--- src/rtl/eep_pkg.sv ---
package eep_pkg;
  typedef enum logic [1:0] {
    PK_WRITE = 2'd0,
    PK_FILL  = 2'd1,
    PK_ERASE = 2'd2
  } prog_kind_t;

  typedef enum logic [2:0] {
    FS_IDLE = 3'd0,
    FS_OPC  = 3'd1,
    FS_ADDR = 3'd2,
    FS_DATA = 3'd3,
    FS_READ = 3'd4,
    FS_DONE = 3'd5
  } fe_state_t;
endpackage

--- src/rtl/eep_in_sync.sv ---
module eep_in_sync (
  input  logic clk,
  input  logic rst,
  input  logic cs,
  input  logic sclk,
  input  logic sdi,
  output logic cs_s,
  output logic sdi_s,
  output logic sclk_rise
);
  logic sclk_s, sclk_d;

  always_ff @(posedge clk) begin
    if (rst) begin
      cs_s   <= 1'b0;
      sdi_s  <= 1'b0;
      sclk_s <= 1'b0;
      sclk_d <= 1'b0;
    end else begin
      cs_s   <= cs;
      sdi_s  <= sdi;
      sclk_s <= sclk;
      sclk_d <= sclk_s;
    end
  end

  assign sclk_rise = sclk_s & ~sclk_d;
endmodule

--- src/rtl/eep_cmd.sv ---
module eep_cmd
  import eep_pkg::*;
#(
  parameter int ADDR_W8 = 7,
  localparam int WA = ADDR_W8 - 1
) (
  input  logic               clk,
  input  logic               rst,
  input  logic               cs_s,
  input  logic               sdi_s,
  input  logic               sclk_rise,
  input  logic               org,
  input  logic               ready,
  input  logic [15:0]        rd_word,
  output logic [WA-1:0]      rd_addr,
  output logic               start,
  output prog_kind_t         kind,
  output logic [ADDR_W8-1:0] p_addr,
  output logic [15:0]        p_data,
  output logic               sdo,
  output logic               sdo_oe
);
  localparam int MAXF = (ADDR_W8 > 16) ? ADDR_W8 : 16;
  localparam int CW   = $clog2(MAXF + 1);

  fe_state_t          st;
  logic [CW-1:0]      cnt, out_cnt;
  logic [1:0]         opc;
  logic [ADDR_W8-1:0] addr;
  logic [15:0]        data, out_sr;
  logic               wel, rd_lo, rd_go, rd_pend;

  logic [ADDR_W8-1:0] addr_nx;
  logic [15:0]        data_nx;
  logic [1:0]         sub;
  logic [CW-1:0]      aw_last, dw_last, dw_n;

  always_comb begin
    addr_nx = {addr[ADDR_W8-2:0], sdi_s};
    data_nx = {data[14:0], sdi_s};
    sub     = org ? addr_nx[ADDR_W8-2 -: 2] : addr_nx[ADDR_W8-1 -: 2];
    aw_last = org ? CW'(ADDR_W8 - 2) : CW'(ADDR_W8 - 1);
    dw_last = org ? CW'(15) : CW'(7);
    dw_n    = org ? CW'(16) : CW'(8);
  end

  assign p_addr = addr;
  assign p_data = data;

  always_ff @(posedge clk) begin
    if (rst) begin
      st      <= FS_IDLE;
      cnt     <= '0;
      out_cnt <= '0;
      opc     <= '0;
      addr    <= '0;
      data    <= '0;
      out_sr  <= '0;
      wel     <= 1'b0;
      start   <= 1'b0;
      kind    <= PK_WRITE;
      rd_addr <= '0;
      rd_lo   <= 1'b0;
      rd_go   <= 1'b0;
      rd_pend <= 1'b0;
      sdo     <= 1'b0;
      sdo_oe  <= 1'b0;
    end else begin
      start   <= 1'b0;
      rd_go   <= 1'b0;
      rd_pend <= rd_go;
      if (rd_pend)
        out_sr <= org ? rd_word : {(rd_lo ? rd_word[7:0] : rd_word[15:8]), 8'h00};
      if (!cs_s) begin
        st     <= FS_IDLE;
        sdo_oe <= 1'b0;
      end else if (sclk_rise) begin
        case (st)
          FS_IDLE: begin
            if (sdi_s) begin
              st  <= ready ? FS_OPC : FS_DONE;
              cnt <= '0;
            end
          end
          FS_OPC: begin
            opc <= {opc[0], sdi_s};
            if (cnt == CW'(1)) begin
              st  <= FS_ADDR;
              cnt <= '0;
            end else begin
              cnt <= cnt + 1'b1;
            end
          end
          FS_ADDR: begin
            addr <= addr_nx;
            if (cnt == aw_last) begin
              cnt <= '0;
              st  <= FS_DONE;
              if (opc == 2'b10) begin
                rd_addr <= org ? addr_nx[WA-1:0] : addr_nx[ADDR_W8-1:1];
                rd_lo   <= ~org & addr_nx[0];
                rd_go   <= 1'b1;
                sdo     <= 1'b0;
                sdo_oe  <= 1'b1;
                out_cnt <= '0;
                st      <= FS_READ;
              end else if (opc[0]) begin
                st <= FS_DATA;
              end else begin
                case (sub)
                  2'b11: wel <= 1'b1;
                  2'b00: wel <= 1'b0;
                  2'b10: begin
                    start <= wel;
                    kind  <= PK_ERASE;
                  end
                  default: st <= FS_DATA;
                endcase
              end
            end else begin
              cnt <= cnt + 1'b1;
            end
          end
          FS_DATA: begin
            data <= data_nx;
            if (cnt == dw_last) begin
              start <= wel;
              kind  <= (opc == 2'b00) ? PK_FILL : PK_WRITE;
              st    <= FS_DONE;
            end else begin
              cnt <= cnt + 1'b1;
            end
          end
          FS_READ: begin
            if (out_cnt == dw_n) begin
              sdo_oe <= 1'b0;
              st     <= FS_DONE;
            end else begin
              sdo     <= out_sr[15];
              out_sr  <= {out_sr[14:0], 1'b0};
              out_cnt <= out_cnt + 1'b1;
            end
          end
          default: ;
        endcase
      end
    end
  end

  // output enable follows chip select going low
  a_r10_oe_off: assert property (@(posedge clk) disable iff (rst)
    !cs_s |=> !sdo_oe);

  // serial output moves only on a serial clock rise
  a_r11_sdo_on_edge: assert property (@(posedge clk) disable iff (rst)
    (sdo_oe && $past(sdo_oe) && !$past(sclk_rise)) |-> $stable(sdo));
endmodule

--- src/rtl/eep_array.sv ---
module eep_array #(
  parameter int WA = 6,
  localparam int DEPTH = 2 ** WA
) (
  input  logic          clk,
  input  logic [1:0]    we,
  input  logic [WA-1:0] waddr,
  input  logic [15:0]   wdata,
  input  logic [WA-1:0] raddr,
  output logic [15:0]   rdata
);
  for (genvar g = 0; g < 2; g++) begin : g_lane
    logic [7:0] bank [DEPTH];
    logic [7:0] rd_lane;
    always_ff @(posedge clk) begin
      if (we[g]) bank[waddr] <= wdata[g*8 +: 8];
      rd_lane <= bank[raddr];
    end
    assign rdata[g*8 +: 8] = rd_lane;
  end
endmodule

--- src/rtl/eep_prog.sv ---
module eep_prog
  import eep_pkg::*;
#(
  parameter int ADDR_W8     = 7,
  parameter int PROG_CYCLES = 100,
  localparam int WA       = ADDR_W8 - 1,
  localparam int DEPTH    = 2 ** WA,
  localparam int BUSY_CYC = (PROG_CYCLES > DEPTH) ? PROG_CYCLES : DEPTH,
  localparam int CNW      = $clog2(BUSY_CYC + 1)
) (
  input  logic               clk,
  input  logic               rst,
  input  logic               start,
  input  prog_kind_t         kind,
  input  logic [ADDR_W8-1:0] addr,
  input  logic [15:0]        data,
  input  logic               org,
  output logic [1:0]         we,
  output logic [WA-1:0]      waddr,
  output logic [15:0]        wdata,
  output logic               ready
);
  logic               busy, org_q;
  logic [CNW-1:0]     cnt;
  prog_kind_t         kind_q;
  logic [ADDR_W8-1:0] addr_q;
  logic [15:0]        data_q;
  logic               in_walk;

  always_ff @(posedge clk) begin
    if (rst) begin
      busy   <= 1'b0;
      cnt    <= '0;
      kind_q <= PK_WRITE;
      addr_q <= '0;
      data_q <= '0;
      org_q  <= 1'b0;
    end else if (busy) begin
      if (cnt == CNW'(BUSY_CYC - 1)) busy <= 1'b0;
      cnt <= cnt + 1'b1;
    end else if (start) begin
      busy   <= 1'b1;
      cnt    <= '0;
      kind_q <= kind;
      addr_q <= addr;
      data_q <= data;
      org_q  <= org;
    end
  end

  assign ready   = ~busy;
  assign in_walk = int'(cnt) < DEPTH;

  always_comb begin
    we    = 2'b00;
    waddr = cnt[WA-1:0];
    wdata = org_q ? data_q : {data_q[7:0], data_q[7:0]};
    case (kind_q)
      PK_WRITE: begin
        waddr = org_q ? addr_q[WA-1:0] : addr_q[ADDR_W8-1:1];
        if (busy && cnt == '0)
          we = org_q ? 2'b11 : (addr_q[0] ? 2'b01 : 2'b10);
      end
      PK_FILL: if (busy && in_walk) we = 2'b11;
      default: begin
        wdata = 16'hFFFF;
        if (busy && in_walk) we = 2'b11;
      end
    endcase
  end

  // a programming start is only issued while idle
  a_r8_start_idle: assert property (@(posedge clk) disable iff (rst)
    start |-> ready);

  // ready drops in the cycle after a start
  a_r8_busy_follows: assert property (@(posedge clk) disable iff (rst)
    start |=> !ready);

  // ready never falls without a start
  a_r8_fall_cause: assert property (@(posedge clk) disable iff (rst)
    $fell(ready) |-> $past(start));
endmodule

--- src/rtl/serial_eeprom_slave.sv ---
module serial_eeprom_slave
  import eep_pkg::*;
#(
  parameter int ADDR_W8     = 7,
  parameter int PROG_CYCLES = 100
) (
  input  logic clk,
  input  logic rst,
  input  logic cs,
  input  logic sclk,
  input  logic sdi,
  input  logic org,
  output logic sdo,
  output logic sdo_oe,
  output logic ready
);
  localparam int WA = ADDR_W8 - 1;

  logic               cs_s, sdi_s, sclk_rise, start;
  prog_kind_t         kind;
  logic [ADDR_W8-1:0] p_addr;
  logic [15:0]        p_data, rd_word, wdata;
  logic [WA-1:0]      rd_addr, waddr;
  logic [1:0]         we;

  eep_in_sync u_sync (
    .clk(clk), .rst(rst), .cs(cs), .sclk(sclk), .sdi(sdi),
    .cs_s(cs_s), .sdi_s(sdi_s), .sclk_rise(sclk_rise)
  );

  eep_cmd #(.ADDR_W8(ADDR_W8)) u_cmd (
    .clk(clk), .rst(rst), .cs_s(cs_s), .sdi_s(sdi_s), .sclk_rise(sclk_rise),
    .org(org), .ready(ready), .rd_word(rd_word), .rd_addr(rd_addr),
    .start(start), .kind(kind), .p_addr(p_addr), .p_data(p_data),
    .sdo(sdo), .sdo_oe(sdo_oe)
  );

  eep_prog #(.ADDR_W8(ADDR_W8), .PROG_CYCLES(PROG_CYCLES)) u_prog (
    .clk(clk), .rst(rst), .start(start), .kind(kind), .addr(p_addr),
    .data(p_data), .org(org), .we(we), .waddr(waddr), .wdata(wdata),
    .ready(ready)
  );

  eep_array #(.WA(WA)) u_array (
    .clk(clk), .we(we), .waddr(waddr), .wdata(wdata),
    .raddr(rd_addr), .rdata(rd_word)
  );
endmodule

--- config.mk ---
export PLATFORM = sky130hd
export DESIGN_NAME = serial_eeprom_slave
export DESIGN_NICKNAME = d
export VERILOG_FILES = /design/src/rtl/eep_pkg.sv /design/src/rtl/eep_in_sync.sv /design/src/rtl/eep_cmd.sv /design/src/rtl/eep_array.sv /design/src/rtl/eep_prog.sv /design/src/rtl/serial_eeprom_slave.sv
export SDC_FILE = /design/constraint.sdc
export NUM_CORES = 1
export LEC_CHECK = 0
export ABC_CLOCK_PERIOD_IN_PS = 4200
export BUFFER_PORTS_ARGS = -buffer_cell sky130_fd_sc_hd__buf_2
export CAP_MARGIN = 20
export CORE_MARGIN = 2
export CORE_UTILIZATION = 35
export DETAILED_ROUTE_END_ITERATION = 12
export MAX_ROUTING_LAYER = met4
export PLACE_DENSITY = 0.56
export SYNTH_ARGS = -nofsm -noshare
export SYNTH_HDL_FRONTEND = slang
export SYNTH_SLANG_ARGS = --single-unit
--- constraint.sdc ---
create_clock -name clk -period 4.2 [get_ports clk]
set_clock_uncertainty 0.15 [all_clocks]
set_input_delay 0.84 -clock clk [delete_from_list [all_inputs] [get_ports clk]]
set_output_delay 0.84 -clock clk [all_outputs]
set_load 0.02 [all_outputs]
# [After elaboration in Yosys (flattened, before gate mapping)]
# Memory sizes are Yosys's and may differ from the RTL's. A register that Yosys moved wholly into a read port is not among the register bits.
# Cells that the tools add are included.
[word_totals] ff_bits=107 latch_bits=0 ramBits=1024 romBits=0 in_bits=6 output_inout_bits=3 wordCells=168 n_memories=2
[mem_list] name="u_array.g_lane[0].bank" words=64 word_bits=8 read_ports=1 rd_ports_with_merged_regs=1 write_ports=1 line="eep_array.sv:13" rtl="logic [7:0] bank [DEPTH];"
[mem_list] name="u_array.g_lane[1].bank" words=64 word_bits=8 read_ports=1 rd_ports_with_merged_regs=1 write_ports=1 line="eep_array.sv:13"
[op_classes] add_sub_neg=3 n_mul=0 div_mod_pow=0 order_cmp=1 n_eq_ne=24 shift=0 mux=72 n_bitwise=11 n_reduce_logical=29
[op_table] op="two-way mux 16 bit" count=8
[op_table] op="two-way mux 5 bit" count=8
[op_table] op="two-way mux 3 bit" count=9
[op_table] op="two-way mux 2 bit" count=12
[op_table] op="two-way mux 1 bit" count=20
[op_table] op="case mux 5 bit (4 select lines)" count=1
[op_table] op="two-way mux 6 bit" count=3
[op_table] op="== test 5 bit" count=3
[op_table] op="case mux 3 bit (5 select lines)" count=1
[op_table] op="AND reduction 5 bit" count=3
[op_table] op="two-way mux 7 bit" count=2
[op_table] op="AND reduction 7 bit" count=2
[op_table] op="!= test 2 bit (second input constant)" count=6
[op_table] op="adder 5 x 1 -> 5 bit (second input constant)" count=2
[op_table] op="!= test 2 x 1 -> 1 bit (second input constant)" count=5
[op_table] op="case mux 5 bit (2 select lines)" count=1
[op_table] op="NOT 1 bit" count=9
[op_table] op="AND reduction 3 bit" count=3
[op_table] op="two-way mux 8 bit" count=1
[op_table] op="case mux 1 bit (2 select lines)" count=4
[op_table] op="AND reduction 8 bit" count=1
[op_table] op="nonzero test 2 bit" count=4
[op_table] op="adder 7 x 1 -> 7 bit (second input constant)" count=1
[op_table] op="== test 7 bit (second input constant)" count=1
[op_table] op="21 further kinds" count=30

# [Logic depth before layout (Yosys ltp)]
# Gate-level depths: netlist of the first run.
[depth] ltp_word=8 mapped_depth=10 mapped_depth_nobuf=8

# [Hierarchy]
# A second synthesis of the first run with hierarchy kept.
[unflattened] cells_unflattened=2505 hier_area_um2=45302.2
[modules_own_cells] mod="eep_array" n_inst=1 cells_each=1888 area_each_um2=40221.1 seq_area_each_um2=31069.8
[modules_own_cells] mod="eep_cmd" n_inst=1 cells_each=393 area_each_um2=3313.2 seq_area_each_um2=1381.3
[modules_own_cells] mod="eep_prog" n_inst=1 cells_each=215 area_each_um2=1656.6 seq_area_each_um2=680.7
[modules_own_cells] mod="eep_in_sync" n_inst=1 cells_each=9 area_each_um2=111.4 seq_area_each_um2=80.1

# [Worst setup path after synthesis of the first run]
# OpenSTA, ideal clock, no wires.
[synth_path] kind="input -> register" from="input port org" to="register u_cmd.st[1]" setup_time_ps=119 arrival_time_ps=2479 required_time_ps=3931 slack_ps=1452 path_stages=10 path_buffers=2 path_cell_list="buf_2 -> clkbuf_1 -> mux2i_1 -> inv_1 -> ha_1 -> nor2b_1 -> o21ai_0 -> nor2_1 -> a31oi_1 -> a21oi_1"
[synth_via] elab_chain_len=8 elab_cells_between_ends=20 cone_classes="eq/ne: 8; mux: 9; reduce/logical: 3"
[synth_rtl] element="start: declaration" line="serial_eeprom_slave.sv:12" rtl="input logic org,"
[synth_rtl] element="two-way mux 2 bit *" line="eep_cmd.sv:41" rtl="sub = org ? addr_nx[ADDR_W8-2 -: 2] : addr_nx[ADDR_W8-1 -: 2];"
[synth_rtl] element="via u_cmd.sub[0]" line="eep_cmd.sv:35" rtl="logic [1:0] sub;"
[synth_rtl] element="== test 2 bit / logical NOT 2 bit (equally long branches)" line="eep_cmd.sv:110" rtl="case (sub)"
[synth_rtl] element="OR reduction 3 bit (no line) *"
[synth_rtl] element="two-way mux 3 bit *" line="eep_cmd.sv:110"
[synth_rtl] element="two-way mux 3 bit *" line="eep_cmd.sv:107" rtl="end else if (opc[0]) begin"
[synth_rtl] element="two-way mux 3 bit *" line="eep_cmd.sv:99" rtl="if (opc == 2'b10) begin"
[synth_rtl] element="two-way mux 3 bit *" line="eep_cmd.sv:96" rtl="if (cnt == aw_last) begin"
[synth_rtl] element="case mux 3 bit (5 select lines) *" line="eep_cmd.sv:78" rtl="case (st)"
[synth_rtl] element="end signal: assignment" line="eep_cmd.sv:81" rtl="st <= ready ? FS_OPC : FS_DONE;"
[synth_rtl] element="end: declaration" line="eep_cmd.sv:26" rtl="fe_state_t st;"
# The timed path passes the listed nets; every way through them passes the cells marked *. The select of a mux whose other input is x is not followed.
# A chain may end at the register's enable or synchronous reset.

# [Worst setup path after layout of the first run]
[layout_path] from="register u_prog.kind_q[1]" to="memory u_array.g_lane[0].bank[6][1], enable pin"
[layout_via] elab_chain_len=4 elab_cells_between_ends=5 cone_classes="mux: 4; reduce/logical: 1"
[layout_rtl] element="start: declaration" line="eep_prog.sv:25" rtl="prog_kind_t kind_q;"
[layout_rtl] element="start signal: assignment" line="eep_prog.sv:44" rtl="kind_q <= kind;"
[layout_rtl] element="logical NOT 2 bit *" line="eep_prog.sv:58" rtl="case (kind_q)"
[layout_rtl] element="two-way mux 2 bit"
[layout_rtl] element="two-way mux 1 bit" line="eep_array.sv:16" rtl="if (we[g]) bank[waddr] <= wdata[g*8 +: 8];"
[layout_rtl] element="two-way mux 1 bit (not written as such)" line="eep_array.sv:16"
[layout_rtl] element="end: declaration" line="eep_array.sv:13"
# Mark *: on every way between the ends. The rest lies on a longest branch, timed or not.

==> results.tsv, run 1 <==
metric	value	unit
status	finished clean	
sequential share of the synthesized area	73.81	%
register bit total from synthesis	1147	
drt pass-1 iters	5	
CTS tree	done	
DRT iter0 DRCs	2818	
Routed WL	113.9	mm
WP data required	4360	ps
Final TNS setup	0	ps
Pwr Density	443.9	nW/um^2
H-tree depth	3	
fin crit period	3720	ps
clk buf depth	3	
f_max	268.8	MHz
clk sinks	1147	
static power due to leakage	0.01606	uW
total track usage	17.71	%
Post-CTS Setup Bufs	0	
Design Area, Final	51610	um^2
synthesized instance count	2512	
Initial Util	35.29	%
vias	24100	
placed cell areas	47640	um^2
Max VDD drop	0.0002925	V
total gr overflow	0	
max-slew violation count	0	
Final ANT Viol Nets	0	
Final setup viols	0	
critical path class	flip-flop to flip-flop	
# DRC	0	
CTS Hold Bufs	0	
Worst-Skew Late Latency	690	ps
Num CTS Buffers	114	
Die H	362.6	um
Setup crit start kind	flip-flop	
post-layout util	40.47	%
Max-slew headroom	22.75	%
Power Total	22910	uW
first-pass GRT wire length	167.6	mm
Mean Syn Cell Area	17.91	um^2
Synth cell types	71	
Die ar.	131500	um^2
FF-to-FF path depth	5	
tightest hold margin	224.2	ps
Async SR Flop Fraction	0	%
CP Max Fanout	24	
clock-pin slew on the worst setup and hold paths	60	ps
unrepaired setup endpoints after global routing	no	
mapped cell area	45000	um^2
number of flops mapped to enable cells by yosys	1024	
Tightest Hold Check Type	input port to flip-flop	
initial antenna violation count	3	
Die W	362.6	um
Yosys warnings	0	
syn_nets	2527	
CTS resizes	0	
root buffer cell	clkbuf_16	
row cnt	131	
Routability Congestion	0.8825	
I/O pin cnt	9	
worst slew pin tran	1155	ps
I/O Buffers	8	
WL/cell	25.98	um
Nets	2647	
crit share post-route	88.58	%
vias in the first global route	24160	
share of cells above drive strength 1	22.70	%
endpoint class of the critical path	flip-flop	
post-DP HPWL	72.73	mm
maxcap violations	0	
Final Hold Fails	0	
vias per cell	5.494	
top_reg_cell synth	edfxtp_1	
CP arrival	3880	ps
Placeable Area	127500	um^2
Min-Delay Path Depth	2	
pin count of the biggest net entering global routing	76	
Layout area overhead	14.68	%
[Yosys cell counts, types with 6 or more instances]
library cell	instances	area [um^2]
edfxtp_1	1024	30750
mux4_2	231	5202
nor2_1	206	773.2
nand2_1	154	578.1
dfxtp_1	123	2462
a21oi_1	82	410.4
clkbuf_1	66	247.7
mux2i_1	66	660.6
buf_2	50	250.2
nor3_1	36	180.2
o22ai_1	36	225.2
nor2b_1	30	187.7
nand3_1	27	135.1
mux2_2	24	270.3
a22o_1	22	192.7
a221oi_1	20	175.2
inv_1	19	71.32
a211oi_1	18	135.1
a31oi_1	16	100.1
a22oi_1	15	112.6
o21ai_1	15	75.07
buf_1	14	52.55
o221ai_1	14	122.6
nand2b_1	13	81.33
o21ai_0	13	65.06
or2_2	13	81.33
and2_1	12	75.07
o31ai_1	12	90.09
a211o_1	10	87.58
buf_4	10	75.07
buf_6	10	112.6
a311oi_1	9	78.83
ha_1	9	112.6
o211ai_1	9	67.56
o41ai_1	9	78.83
nand4_1	6	37.54
o21a_1	6	45.04
[path summary, 6_finish.rpt]
| path | startpoint | endpoint | slack [ps] |
|---|---|---|---|
| max | u_prog.kind_q[1]$_SDFFE_PP0P_ | u_array.g_lane[0].bank[6][1]$_DFFE_PP_ | 480 |
| min | cs | u_sync.cs_s$_SDFF_PP0_ | 220 |
| max reg2reg | u_prog.kind_q[1]$_SDFFE_PP0P_ | u_array.g_lane[0].bank[6][1]$_DFFE_PP_ | 480 |
| min reg2reg | u_cmd.kind[1]$_SDFFE_PP0P_ | u_prog.kind_q[1]$_SDFFE_PP0P_ | 310 |
[layout by cell type, fill, tap and decap left out, drive strengths merged, types with 13 or more instances in the layout]
| cell type | n |
|---|---|
| a22o | 22 |
| nand3 | 27 |
| nor2 | 206 |
| mux4 | 231 |
| mux2i | 66 |
| bufinv | 21 |
| a22oi | 15 |
| dfxtp | 123 |
| inv | 22 |
| buf | 155 |
| o22ai | 36 |
| a221oi | 21 |
| nor3 | 37 |
| edfxtp | 1024 |
| clkbuf | 135 |
| nand2b | 13 |
| nor2b | 30 |
| nand2 | 154 |
| o221ai | 14 |
| mux2 | 26 |
| clkinv | 39 |
| a21oi | 85 |
| or2 | 14 |
| o21ai | 28 |
| a211oi | 18 |
| a31oi | 16 |
[cells by family after synthesis]
family / count (synthesis) / synth area share [%]
flip-flops: 1147 / 73.81
AND/OR/NAND/NOR: 528 / 5.277
XOR/XNOR: 5 / 0.09733
buffers and inverters: 171 / 1.818
adder cells (fa/ha/maj): 9 / 0.2502
multiplexers: 323 / 13.68
AO/OA/AOI/OAI: 329 / 5.072
[where the power goes]
part           leakage, uW  switching, uW  internal [uW]
logic              0.00364           30.1           9.40
clock network      0.00189           4250           6380
registers           0.0105           3.13          12200
total               0.0161           4290          18600
[per-stage QoR]
| step | setup WS, ps | std cells |
|---|---|---|
| final | 479.6 | 4386 |
| after global routing | 326.0 | 4385 |
| after CTS | 539.7 | 4383 |
| after detailed placement | 558.3 | 4176 |
| after global placement | 623.6 | 4176 |
| after floorplan | 1452 | 2512 |
[worst max-delay path, cell delays in order (launching register included)]
cell and delay (ps):
dfxtp_1 840, nor2_1 170, a2111o_1 420, nor2_1 620, nand2_1 440, nor2_1 690
[area by class of cell]
| cell class | count | area (um^2) |
|---|---|---|
| clock buffer | 135 | 3005 |
| fill | 11220 | 75910 |
| sequential | 1147 | 33230 |
| clock inverter | 72 | 922.1 |
| multi-input combinational | 1194 | 10990 |
| timing repair buffer | 155 | 1306 |
| tap | 1662 | 2079 |
| antenna | 1 | 2.502 |
| inverter | 20 | 75.07 |
[routing by layer]
layer | track usage (%) | vias up | routed length [um]
li1 | - | 10320 | -
met1 | 24.05 | 12670 | 48900
met2 | 28.00 | 951 | 54860
met3 | 2.761 | 161 | 7721
met4 | 4.450 | 0 | 2459
met5 | - | - | 0
[registers in the layout, indices dropped and copies added (netlist names), 2 cells and up]
register and count:
u_array.g_lane.bank 1024, u_array.g_lane.rd_lane 16, u_cmd.cnt 5, u_cmd.kind 2
u_cmd.opc 2, u_cmd.out_cnt 5, u_cmd.out_sr 16, u_cmd.p_addr 7
u_cmd.p_data 16, u_cmd.rd_addr 6, u_cmd.st 3, u_prog.addr_q 7
u_prog.cnt 7, u_prog.data_q 16, u_prog.kind_q 2
(Power assumes the default switching activity.)
==> run 2, diff against run 1 <==
--- a/config.mk
+++ b/config.mk
@@ -8,11 +8,13 @@
 export ABC_CLOCK_PERIOD_IN_PS = 4200
 export BUFFER_PORTS_ARGS = -buffer_cell sky130_fd_sc_hd__buf_2
 export CAP_MARGIN = 20
+export CELL_PAD_IN_SITES_DETAIL_PLACEMENT = 1
+export CELL_PAD_IN_SITES_GLOBAL_PLACEMENT = 2
 export CORE_MARGIN = 2
 export CORE_UTILIZATION = 35
 export DETAILED_ROUTE_END_ITERATION = 12
 export MAX_ROUTING_LAYER = met4
-export PLACE_DENSITY = 0.56
+export PLACE_DENSITY = 0.67
 export SYNTH_ARGS = -nofsm -noshare
 export SYNTH_HDL_FRONTEND = slang
 export SYNTH_SLANG_ARGS = --single-unit
==> results.tsv, run 2 (same netlist as run 1, synthesis figures left out) <==
metric	value	unit
status	finished clean	
clk buf depth	3	
Max VDD drop	0.0003638	V
static power due to leakage	0.01600	uW
crit share post-route	81.72	%
Post-CTS Setup Bufs	0	
endpoint class of the critical path	flip-flop	
H-tree depth	3	
Die W	362.6	um
area occupied by multi-input gates	10990	um^2
Max-slew headroom	29.51	%
Worst-Skew Late Latency	720	ps
CP Max Fanout	12	
f_max	291.3	MHz
Nets	2662	
root buffer cell	clkbuf_16	
critical path class	flip-flop to flip-flop	
Routed WL	121.5	mm
Placeable Area	127500	um^2
CTS resizes	0	
largest register by flop count	u_array.g_lane.bank	
post-DP HPWL	77.47	mm
Final setup viols	0	
vias in the first global route	25290	
CTS Hold Bufs	0	
max reg flops	1024	
initial antenna violation count	3	
CP peak stage delay	780	ps
Pwr Density	432.9	nW/um^2
R2R Setup Slk	770	ps
RR Endpoint	u_array.g_lane[0].bank[14][1]$_DFFE_PP_	
clk sinks	1147	
clock-pin slew on the worst setup and hold paths	60	ps
share of cells above drive strength 1	22.59	%
crit path cell chain	or2_1 > o2111ai_1 > nor2_1 > nand2_1 > nor2_1	
FF-to-FF path depth	5	
Power Total	22230	uW
Layout area overhead	14.12	%
Setup crit start kind	flip-flop	
Worst path slowest cell	nor2_1	
drt pass-1 iters	8	
Critical R2R Launch	u_prog.kind_q[1]$_SDFFE_PP0P_	
maxcap violations	0	
I/O Buffers	8	
vias per cell	5.459	
CP arrival	3600	ps
vias	24080	
Routability Congestion	0.8314	
Die H	362.6	um
pin count of the biggest net entering global routing	97	
register area	33230	um^2
Tightest Hold Check Type	input port to flip-flop	
most frequent cells in the layout	edfxtp_1, mux4_2, nor2_1, nand2_1, buf_4	
DRT iter0 DRCs	2297	
Final Hold Fails	0	
Fillers	12380	
Die ar.	131500	um^2
row cnt	131	
unrepaired setup endpoints after global routing	no	
Crit path top cell by count	nor2_1	
total track usage	19.17	%
# DRC	0	
Final ANT Viol Nets	0	
Initial Util	35.29	%
Num CTS Buffers	119	
max-slew violation count	0	
first-pass GRT wire length	180.6	mm
fin cells	4411	
WL/cell	27.54	um
Setup crit start	u_prog.kind_q[1]$_SDFFE_PP0P_	
fin crit period	3432	ps
worst slew pin tran	1053	ps
Min-Delay Path Depth	2	
Final TNS setup	0	ps
I/O pin cnt	9	
Setup crit end	u_array.g_lane[0].bank[14][1]$_DFFE_PP_	
CTS tree	done	
WP data required	4370	ps
Antenna Cells	0	
most common cell after layout, fill and taps aside	edfxtp_1	
dpl cells	4187	
total gr overflow	0	
==> run 2: worst min-delay path by stage <==
stage                             endpoint                        from  slack (ps)
6_report           u_sync.sdi_s$_SDFF_PP0_                         sdi         200
5_1_grt            u_sync.sdi_s$_SDFF_PP0_                         sdi         200
4_1_cts           u_sync.sclk_s$_SDFF_PP0_                        sclk         160
3_5_place_dp      u_cmd.rd_pend$_SDFF_PP0_      u_cmd.rd_go$_SDFF_PP0_         290
3_3_place_gp   u_cmd.out_sr[10]$_SDFF_PP0_  u_cmd.out_sr[9]$_SDFF_PP0_         290
2_1_floorplan     u_cmd.rd_pend$_SDFF_PP0_      u_cmd.rd_go$_SDFF_PP0_         260
==> run 2: final cells by class <==
class	instances	share of cell area [%]
Sequential cell	1147	64.70
Multi-Input combinational cell	1194	21.40
Clock inverter	64	0.8259
Timing Repair Buffer	165	2.583
Inverter	20	0.1462
Tap cell	1662	4.049
Clock buffer	159	6.293
==> run 2: metal layers <==
metal / up-vias / GRT usage (%) / part of all wire (%)
li1: 10360 / - / -
met1: 12860 / 26.40 / 44
met2: 708 / 30.60 / 49
met3: 154 / 2.170 / 5.1
met4: 0 / 4.638 / 1.9
met5: - / - / 0
==> run 2: worst max-delay path, delay by kind of cell (launching register included) <==
family,cells,cell delay (ps)
and+or+nand+nor,4,2170
AOI/OAI and AO/OA,1,230
DFF,1,480
==> run 2: where the power goes <==
| part | switching, uW | total [uW] | internal (uW) |
|---|---|---|---|
| sequential | 2.95 | 12200 | 12200 |
| clock | 4340 | 9960 | 5620 |
| combinational | 29.1 | 37.9 | 8.83 |
| total | 4370 | 22200 | 17900 |
==> run 2: stage by stage <==
stage               utilization (%)  worst slack, ps  cell area (um^2)  hold WS (ps)
global route                  40.27            555.8             51350         199.7
CTS                           40.26            752.1             51340         155.3
floorplan                         -             1452             45000         263.8
detailed placement            37.39            768.6             47680         289.2
finish                        40.27            767.7             51350         197.7
global placement              37.39            815.4             47680         290.4
==> run 3, diff against run 2 <==
--- a/config.mk
+++ b/config.mk
@@ -5,7 +5,7 @@
 export SDC_FILE = /design/constraint.sdc
 export NUM_CORES = 1
 export LEC_CHECK = 0
-export ABC_CLOCK_PERIOD_IN_PS = 4200
+export ABC_CLOCK_PERIOD_IN_PS = 2800
 export BUFFER_PORTS_ARGS = -buffer_cell sky130_fd_sc_hd__buf_2
 export CAP_MARGIN = 20
 export CELL_PAD_IN_SITES_DETAIL_PLACEMENT = 1
@@ -14,7 +14,7 @@
 export CORE_UTILIZATION = 35
 export DETAILED_ROUTE_END_ITERATION = 12
 export MAX_ROUTING_LAYER = met4
-export PLACE_DENSITY = 0.67
+export PLACE_DENSITY = 0.69
 export SYNTH_ARGS = -nofsm -noshare
 export SYNTH_HDL_FRONTEND = slang
 export SYNTH_SLANG_ARGS = --single-unit
==> constraint.sdc (replaced) <==
create_clock -name clk -period 2.8 [get_ports clk]
set_clock_uncertainty 0.15 [all_clocks]
set_input_delay 0.56 -clock clk [delete_from_list [all_inputs] [get_ports clk]]
set_output_delay 0.56 -clock clk [all_outputs]
set_load 0.02 [all_outputs]
==> results.tsv, run 3 (same netlist as run 1, synthesis figures left out) <==
metric	value	unit
FF-to-FF path depth	7	
crit path cell chain	buf_12 > buf_4 > mux4_2 > nor3_1 > nor4_1 > o21ai_1 > o221ai_1	
drt pass-1 iters	7	
Max-slew headroom	41.83	%
row cnt	131	
initial antenna violation count	1	
Die ar.	131500	um^2
RR Endpoint	u_array.g_lane[0].rd_lane[4]$_DFF_P_	
status	finished clean	
post-layout util	41.95	%
Power Total	34840	uW
Die W	362.6	um
Critical R2R Launch	u_cmd.rd_addr[1]$_SDFFE_PP0P_	
Nets	2794	
Num CTS Buffers	119	
dpl cells	4307	
unrepaired setup endpoints after global routing	yes	
Final Hold Fails	0	
H-tree depth	3	
tightest hold margin	90.36	ps
Min-Delay Path Depth	2	
vias in the first global route	26010	
max reg flops	1024	
CP arrival	3220	ps
Max VDD drop	0.0005701	V
vias	24470	
Tightest Hold Check Type	input port to flip-flop	
max-slew violation count	0	
Placeable Area	127500	um^2
most frequent cells in the layout	edfxtp_1, buf_4, mux4_2, nor2_1, nand2_1	
post-DP HPWL	78.12	mm
share of cells above drive strength 1	28.51	%
Initial Util	35.29	%
Setup crit start kind	flip-flop	
vias per cell	5.385	
Final setup viols	0	
Die H	362.6	um
f_max	357.3	MHz
fin crit period	2799	ps
CP Max Fanout	26	
maxcap violations	0	
most common cell after layout, fill and taps aside	edfxtp_1	
Hold EP	u_sync.sclk_d$_SDFF_PP0_	
GR Util met1	25.71	%
Final ANT Viol Nets	0	
clock-pin slew on the worst setup and hold paths	60	ps
CTS tree	done	
endpoint class of the critical path	flip-flop	
clk buf depth	3	
Routability Congestion	0.8207	
Worst-Skew Late Latency	740	ps
fin cells	4544	
WL/cell	26.60	um
clk sinks	1147	
GR Layer Usage met3	2.406	%
met2 Use GR	30.81	%
CP peak stage delay	680	ps
total track usage	19.11	%
Routed WL	120.9	mm
Buf/Inv on CP	2	
critical path class	flip-flop to flip-flop	
Worst path slowest cell	dfxtp_4	
crit share post-route	99.96	%
DRT iter0 DRCs	2071	
WP data required	3220	ps
root buffer cell	clkbuf_16	
I/O Buffers	8	
Most Crowded Layer GR	met2	
largest register by flop count	u_array.g_lane.bank	
first-pass GRT wire length	180.7	mm
worst slew pin tran	869.4	ps
Layout area overhead	18.87	%
static power due to leakage	0.01702	uW
# DRC	0	
total gr overflow	0	
Crit path max-delay family	flip-flops	
I/O pin cnt	9	
R2R Setup Slk	1	ps
pin count of the biggest net entering global routing	65	
min-delay src	rst	
Pwr Density	651.4	nW/um^2
[run 3: cell count changes in the layout (fill, tap and decap cells not counted), sizes merged, moves of 2 or more]
cell	change
dlygate4sd3	+3
bufinv	+16
diode	+2
inv	+2
clkinv	-2
buf	+129
clkbuf	-16
[run 3: worst max-delay path by stage]
stage / from / to / slack [ps] / cells past startpoint
final: u_cmd.rd_addr[1]$_SDFFE_PP0P_ / u_array.g_lane[0].rd_lane[4]$_DFF_P_ / 1 / 7
after floorplan: u_prog.org_q$_SDFFE_PP0P_ / u_array.g_lane[1].bank[48][0]$_DFFE_PP_ / 220 / 6
after detailed placement: u_prog.org_q$_SDFFE_PP0P_ / u_array.g_lane[1].bank[28][6]$_DFFE_PP_ / -230 / 7
after global placement: u_prog.kind_q[1]$_SDFFE_PP0P_ / u_array.g_lane[1].bank[8][1]$_DFFE_PP_ / -130 / 7
after global routing: u_prog.kind_q[1]$_SDFFE_PP0P_ / u_array.g_lane[1].bank[47][0]$_DFFE_PP_ / -180 / 7
after CTS: u_prog.org_q$_SDFFE_PP0P_ / u_array.g_lane[1].bank[28][0]$_DFFE_PP_ / -60 / 7
[run 3: report_power, final]
| group | internal [uW] | leakage [uW] | switching, uW |
|---|---|---|---|
| Combinational | 20.4 | 0.00450 | 48.7 |
| Clock | 9740 | 0.00199 | 6680 |
| Sequential | 18400 | 0.0105 | 2.84 |
| Total | 28100 | 0.0170 | 6740 |
[run 3: what timing repair did]
item,4_1_cts,5_1_grt
endpoints found under the setup margin,294,645
hold buffers,3,0
endpoints found under the hold margin,3,0
pin swaps,0,3
resized for setup,45,32
setup buffers,0,7
[run 3: area by class of cell]
type                            instances  area [um^2]
Fill cell                           12330        74030
Sequential cell                      1147        33230
Multi-Input combinational cell       1194        11220
Clock buffer                          143         3110
Timing Repair Buffer                  297         2836
Tap cell                             1662         2079
Clock inverter                         79        938.4
Inverter                               20        75.07
Antenna cell                            2        5.005
[run 3: per-stage QoR]
| step | cell area [um^2] | TNS, ps | setup slack [ps] |
|---|---|---|---|
| global route | 53490 | -34110 | -182.7 |
| finish | 53490 | 0 | 1.005 |
| detailed placement | 49050 | -11220 | -229.6 |
| floorplan | 45000 | 0 | 218.0 |
| CTS | 53240 | -990.3 | -62.18 |
| global placement | 49050 | -4516 | -132.6 |
[run 3: per-layer routing]
metal	up-vias	routed length, um
met3	161	5192
met2	610	59630
met5	-	0
met4	0	2483
met1	13080	53580
li1	10630	-
